### src/rtl/seqreg_pkg.sv
package seqreg_pkg;
    typedef enum logic [1:0] {
        SEL_DATA = 2'b00,
        SEL_SYNC = 2'b01,
        SEL_MODE = 2'b10,
        SEL_CMD  = 2'b11
    } sel_e;

    localparam int BIT_DTR    = 1;
    localparam int BIT_RXEN   = 2;
    localparam int BIT_ERRCLR = 4;
    localparam int BIT_RTS    = 5;
endpackage

### src/rtl/seq_ptr.sv
module seq_ptr #(
    parameter int N = 3
) (
    input  logic                 clk,
    input  logic                 rst_n,
    input  logic                 step,
    input  logic                 clr,
    output logic [$clog2(N)-1:0] idx
);
    localparam int W = $clog2(N);

    typedef struct packed {
        logic [W-1:0] idx;
    } st_t;

    st_t s_d, s_q;

    always_comb begin
        s_d = s_q;
        if (clr) begin
            s_d.idx = '0;
        end else if (step) begin
            s_d.idx = (s_q.idx == W'(N-1)) ? '0 : s_q.idx + 1'b1;
        end
    end

    always_ff @(posedge clk or negedge rst_n) begin
        if (!rst_n) s_q <= '0;
        else        s_q <= s_d;
    end

    assign idx = s_q.idx;

    // the step after the last entry returns to the first entry
    p_wrap_r3: assert property (@(posedge clk) disable iff (!rst_n)
        (step && !clr && idx == W'(N-1)) |=> (idx == '0));

    // without a step or a clear the pointer keeps its position
    p_hold_r6: assert property (@(posedge clk) disable iff (!rst_n)
        (!step && !clr) |=> $stable(idx));

    // a step away from the last entry moves the pointer on by one
    p_step_r5: assert property (@(posedge clk) disable iff (!rst_n)
        (step && !clr && idx != W'(N-1)) |=> (idx == $past(idx) + 1'b1));
endmodule

### src/rtl/cmd_pulse.sv
module cmd_pulse #(
    parameter int DATA_W = 8
) (
    input  logic              clk,
    input  logic              rst_n,
    input  logic              cmd_wr,
    input  logic [DATA_W-1:0] wdata,
    input  logic              rxen_now,
    output logic              err_clr,
    output logic              rx_arm
);
    import seqreg_pkg::*;

    typedef struct packed {
        logic err_clr;
        logic rx_arm;
    } st_t;

    st_t s_d, s_q;

    always_comb begin
        s_d.err_clr = cmd_wr && wdata[BIT_ERRCLR];
        s_d.rx_arm  = cmd_wr && wdata[BIT_RXEN] && !rxen_now;
    end

    always_ff @(posedge clk or negedge rst_n) begin
        if (!rst_n) s_q <= '0;
        else        s_q <= s_d;
    end

    assign err_clr = s_q.err_clr;
    assign rx_arm  = s_q.rx_arm;

    // an error-clear pulse only ever follows a command write
    p_errclr_src_r7: assert property (@(posedge clk) disable iff (!rst_n)
        err_clr |-> $past(cmd_wr));
endmodule

### src/rtl/seq_regfile.sv
module seq_regfile #(
    parameter int DATA_W = 8,
    parameter int SYNC_N = 3,
    parameter int MODE_N = 2
) (
    input  logic              clk,
    input  logic              rst_n,
    input  logic              ce,
    input  logic              wr,
    input  logic [1:0]        sel,
    input  logic [DATA_W-1:0] wdata,
    output logic [DATA_W-1:0] rdata,
    output logic [DATA_W-1:0] syn1,
    output logic [DATA_W-1:0] syn2,
    output logic [DATA_W-1:0] dle,
    output logic [DATA_W-1:0] mode1,
    output logic [DATA_W-1:0] mode2,
    output logic [DATA_W-1:0] cmd,
    output logic              dtr_n,
    output logic              rts_n,
    output logic              err_clr,
    output logic              rx_arm,
    output logic              data_rd_stb,
    output logic              data_wr_stb
);
    import seqreg_pkg::*;

    localparam int SW = $clog2(SYNC_N);
    localparam int MW = $clog2(MODE_N);
    localparam logic [DATA_W-1:0] KEEP_MASK = ~(DATA_W'(1) << BIT_ERRCLR);

    typedef struct packed {
        logic [SYNC_N-1:0][DATA_W-1:0] sync;
        logic [MODE_N-1:0][DATA_W-1:0] mode;
        logic [DATA_W-1:0]             cmd;
        logic [DATA_W-1:0]             rdata;
        logic                          drd;
        logic                          dwr;
    } st_t;

    st_t s_d, s_q;

    logic [SW-1:0] sidx;
    logic [MW-1:0] midx;
    logic          sync_step, mode_step, ptr_clr, cmd_wr;

    assign sync_step = ce && (sel == SEL_SYNC);
    assign mode_step = ce && (sel == SEL_MODE);
    assign ptr_clr   = ce && !wr && (sel == SEL_CMD);
    assign cmd_wr    = ce && wr && (sel == SEL_CMD);

    seq_ptr #(.N(SYNC_N)) u_sync_ptr (
        .clk(clk), .rst_n(rst_n), .step(sync_step), .clr(ptr_clr), .idx(sidx)
    );

    seq_ptr #(.N(MODE_N)) u_mode_ptr (
        .clk(clk), .rst_n(rst_n), .step(mode_step), .clr(ptr_clr), .idx(midx)
    );

    cmd_pulse #(.DATA_W(DATA_W)) u_pulse (
        .clk(clk), .rst_n(rst_n), .cmd_wr(cmd_wr), .wdata(wdata),
        .rxen_now(s_q.cmd[BIT_RXEN]), .err_clr(err_clr), .rx_arm(rx_arm)
    );

    always_comb begin
        s_d     = s_q;
        s_d.drd = 1'b0;
        s_d.dwr = 1'b0;
        if (ce) begin
            case (sel)
                SEL_DATA: begin
                    if (wr) s_d.dwr = 1'b1;
                    else    s_d.drd = 1'b1;
                end
                SEL_SYNC: begin
                    if (wr) s_d.sync[sidx] = wdata;
                    else    s_d.rdata      = s_q.sync[sidx];
                end
                SEL_MODE: begin
                    if (wr) s_d.mode[midx] = wdata;
                    else    s_d.rdata      = s_q.mode[midx];
                end
                default: begin
                    if (wr) s_d.cmd   = wdata & KEEP_MASK;
                    else    s_d.rdata = s_q.cmd;
                end
            endcase
        end
    end

    always_ff @(posedge clk or negedge rst_n) begin
        if (!rst_n) s_q <= '0;
        else        s_q <= s_d;
    end

    assign rdata       = s_q.rdata;
    assign syn1        = s_q.sync[0];
    assign syn2        = s_q.sync[1];
    assign dle         = s_q.sync[2];
    assign mode1       = s_q.mode[0];
    assign mode2       = s_q.mode[1];
    assign cmd         = s_q.cmd;
    assign dtr_n       = ~s_q.cmd[BIT_DTR];
    assign rts_n       = ~s_q.cmd[BIT_RTS];
    assign data_rd_stb = s_q.drd;
    assign data_wr_stb = s_q.dwr;

    // a command read leaves both pointers at their first entry
    p_ptr_clr_r6: assert property (@(posedge clk) disable iff (!rst_n)
        ptr_clr |=> (sidx == '0 && midx == '0));

    // with chip enable low the stored registers do not move
    p_ignore_r11: assert property (@(posedge clk) disable iff (!rst_n)
        !ce |=> ($stable(s_q.cmd) && $stable(s_q.sync) && $stable(s_q.mode)
                 && !data_rd_stb && !data_wr_stb));

    // an arming pulse coincides with the enable bit having just risen
    p_rx_arm_r9: assert property (@(posedge clk) disable iff (!rst_n)
        rx_arm |-> (s_q.cmd[BIT_RXEN] && !$past(s_q.cmd[BIT_RXEN])));

    // data strobes never overlap
    p_strobe_r1: assert property (@(posedge clk) disable iff (!rst_n)
        !(data_rd_stb && data_wr_stb));
endmodule

### config.mk
export PLATFORM = sky130hd
export DESIGN_NAME = seq_regfile
export DESIGN_NICKNAME = d
export VERILOG_FILES = /design/src/rtl/seqreg_pkg.sv /design/src/rtl/seq_ptr.sv /design/src/rtl/cmd_pulse.sv /design/src/rtl/seq_regfile.sv
export SDC_FILE = /design/constraint.sdc
export NUM_CORES = 1
export LEC_CHECK = 0
export BUFFER_PORTS_ARGS = -buffer_cell sky130_fd_sc_hd__buf_2
export CAP_MARGIN = 20
export CORE_ASPECT_RATIO = 0.5
export CORE_MARGIN = 10
export CORE_UTILIZATION = 38
export CTS_CLUSTER_DIAMETER = 50
export CTS_CLUSTER_SIZE = 14
export DETAILED_ROUTE_END_ITERATION = 16
export PLACE_DENSITY_LB_ADDON = 0.2
export SYNTH_ARGS = -nofsm -noshare
export SYNTH_HDL_FRONTEND = slang
export SYNTH_SLANG_ARGS = --single-unit
### constraint.sdc
create_clock -name clk -period 1.4 [get_ports clk]
set_clock_uncertainty 0.15 [all_clocks]
set_input_delay 0 -clock clk [delete_from_list [all_inputs] [get_ports clk]]
set_output_delay 0 -clock clk [all_outputs]
set_load 0.005 [all_outputs]
==> results.md <==
* Run status: finished, violations left
* Failing checks: negative setup slack
* LEAKAGE at ~0.0021 uW
* Largest net degree at the start of global routing at between 60 and 70
* Net count, final at 358
* Via density at between 5 and 6
* Worst Path Arrival at 1580 ps
* 1st-iter DRT viols at between 100 and 150
* Root Driver: clkbuf_16
* Die W at 144 microns
* DR WL/cell at ~20 microns
* Die Y at 82.2 microns
* Fmax at approximately 660 MHz
* Final hold slack at 25.6 ps
* Unrepaired setup endpoints after global routing: yes
* Non-filler cells, final at 440
* Area grow syn2layout at 45.5%
* PD cells at 1740 mW/mm^2
* Die footprint at roughly 0.012 sq mm
* Number of cells on the critical path at 3
* Crit-path max FO at 8
* # DRC at 0
* Clock buffer depth at 2
* Vias in the first global route at 2364
* Slowest-stage cell, CP: dfrtp_2
* Setup slack after layout at -125 ps
* Worst reg2reg path depth at 3
* CP cell instances: inv_2 -> and4_4 -> mux2_4
* Post-route antenna net violation count at 0
* Port Buf Inserts at 74
* Vias at 2209
* Total GRT Usage at 15.4%
* Starting density of the core at 39.6%
* MaxCap Viol Count at 0
* Clock latency at the later pin of the worst-skew pair at between 300 and 400 ps
* Max incr delay on CP at 460 ps
* Ys Warns at 0
* Most common cell after layout, fill and taps aside: buf_2
* 1st-pass router iterations at 4
* Syn Area/Cell at 13.6 sq um
* Area after DPL at ~0.0036 sq mm
* Pins Over Slew Limit at 0
* Metal3 WL at 546 microns
* Netlist cell types at 31
* Total Wirelength at 9.06 mm
* Most frequent cells in the layout: 74 x buf_2, 60 x dfrtp_1, 34 x mux2_2, 30 x mux2_4, 26 x buf_4
* H-tree level count at 3
* I/O Pins at 76
* Sequential area share after synthesis at 52.7%
* DRT met1 WL at 4.28 mm
* Initial antenna violation count at 0
* Tcrit/Tclk final at 109%
* Startpoint types: register
* WS Path Type: reg -> reg
* Antenna diodes at 0
* Required time worst endpoint at 1460 ps
* CP bufs+invs at 1
* WHS Path Cells at 3
* Maximum vdd drop at around 0.00094 V
* Core ar. at 0.00743 sq mm
* Clock sink count at 62
* Max Used Layer: met4
* Final setup fails at 48
* CTS tree: yes
* Clock-pin slew on the worst setup and hold paths at 50 ps
* Gpl congestion at 0.820
* Min-Delay Path Class: in -> reg
* Final Hold Fails at 0
* Min cycle time layout at roughly 1500 ps
* Post-Syn Nets at 235
* Tot Pwr at between 7000 and 8000 uW
* Grt ovf at 0
* Row count at 22
* Share of cells above drive strength 1 at about two thirds
* Post-Place Cells at 406
* CP Capture Type: register
* Post-detail-place hpwl at 6.41 mm
* Family with the most delay on the worst path: flip-flops
* Fill count at 622
* Synth Register Bits at 62
* First-pass GRT wire length at 13.7 mm
* Total CTS buffers at 9
* Cell area after synthesis at 0.00294 sq mm
* DR WL met2 at 4.12 mm
* Post-Synthesis Cells at 216
* Final instance area at 0.00428 sq mm
-- worst reg2reg max path: stages (launching register included) --
cell     delay, ps
dfrtp_2        460
inv_2          100
and4_4         370
mux2_4         330
-- final timing paths --
kind                                   start        endpoint  slack [ps]
setup reg to reg           u_sync_ptr.idx[0]          dle[1]        -120
hold / removal                            ce  u_pulse.rx_arm          30
min in group asynchronous              rst_n          dle[7]          60
max in group asynchronous              rst_n  u_mode_ptr.idx         750
setup / recovery           u_sync_ptr.idx[0]          dle[1]        -120
hold reg to reg                     mode1[2]        mode1[2]         380
-- metrics by stage --
stage	TNS, ps	util [%]	setup WS (ps)
2_1_floorplan	-462	-	-34.1
5_1_grt	-4690	57.6	-153
6_report	-2720	57.6	-125
3_5_place_dp	-5530	48.6	-169
3_3_place_gp	-4670	48.6	-146
4_1_cts	-1960	56.8	-90.8
-- layer usage --
metal | vias to the layer above | track usage, %
met5 | - | 0
met4 | 0 | 5.01
met3 | 10 | 5.35
met2 | 60 | 24.2
met1 | 1110 | 19.7
li1 | 1029 | -
-- cell families after synthesis --
family | Yosys count | share of synthesized area (%)
and+or+nand+nor | 35 | 8.08
buffers and inverters | 21 | 4.25
AOI/OAI and AO/OA | 21 | 4.84
DFF | 62 | 52.7
other | 1 | 0.127
adders and majority gates | 5 | 2.12
muxes | 71 | 27.9
-- synthesized netlist by cell type, drive strengths merged --
library cell  instances  area, sq um
clkbuf                1         3.75
mux2                 64          751
mux2i                 7         70.1
a31oi                 9         56.3
buf                  12         91.3
nor3b                 1         7.51
a22oi                 7         52.6
and3                  4         28.8
and4b                 2         20.0
a221oi                1         8.76
and2                  2         15.0
dfrtp                62         1550
inv                   8         30.0
nor2b                 3         18.8
and2b                 1         8.76
nand2                10         40.0
o22ai                 4         25.0
conb                  1         3.75
nand4                 2         25.0
and4                  1         11.3
and3b                 2         18.8
ha                    5         62.6
or2                   7         43.8
-- where the power goes --
group	internal [uW]	switching (uW)
combinational	1490	925
clock	1370	800
sequential	2360	488
total	5220	2210
-- final cells by class --
type                            count  area (sq um)  area share (%)
Clock buffer                       10           229            5.35
Inverter                            8          30.0           0.701
Sequential cell                    62          1550            36.3
Clock inverter                      6          62.6            1.46
Tap cell                           96           120            2.80
Timing Repair Buffer              125           853            19.9
Multi-Input combinational cell    133          1430            33.5
-- what timing repair did --
item	in CTS	in global routing
endpoints found under the hold margin	116	4
setup endpoints to repair	45	49
resized for setup	39	11
setup buffers	5	1
hold buffers	12	1
pin swaps	10	8
cloned	0	0
-- flip-flops by register name, indices dropped and copies added, names as in the netlist --
signal and count:
syn2 8, cmd 7, syn1 8, u_pulse.err_clr 1, u_sync_ptr.idx 2, mode2 8
data_rd_stb 1, u_mode_ptr.idx 1, data_wr_stb 1, dle 8, rdata 8, u_pulse.rx_arm 1
mode1 8
Power figures use the tool's default switching activity.
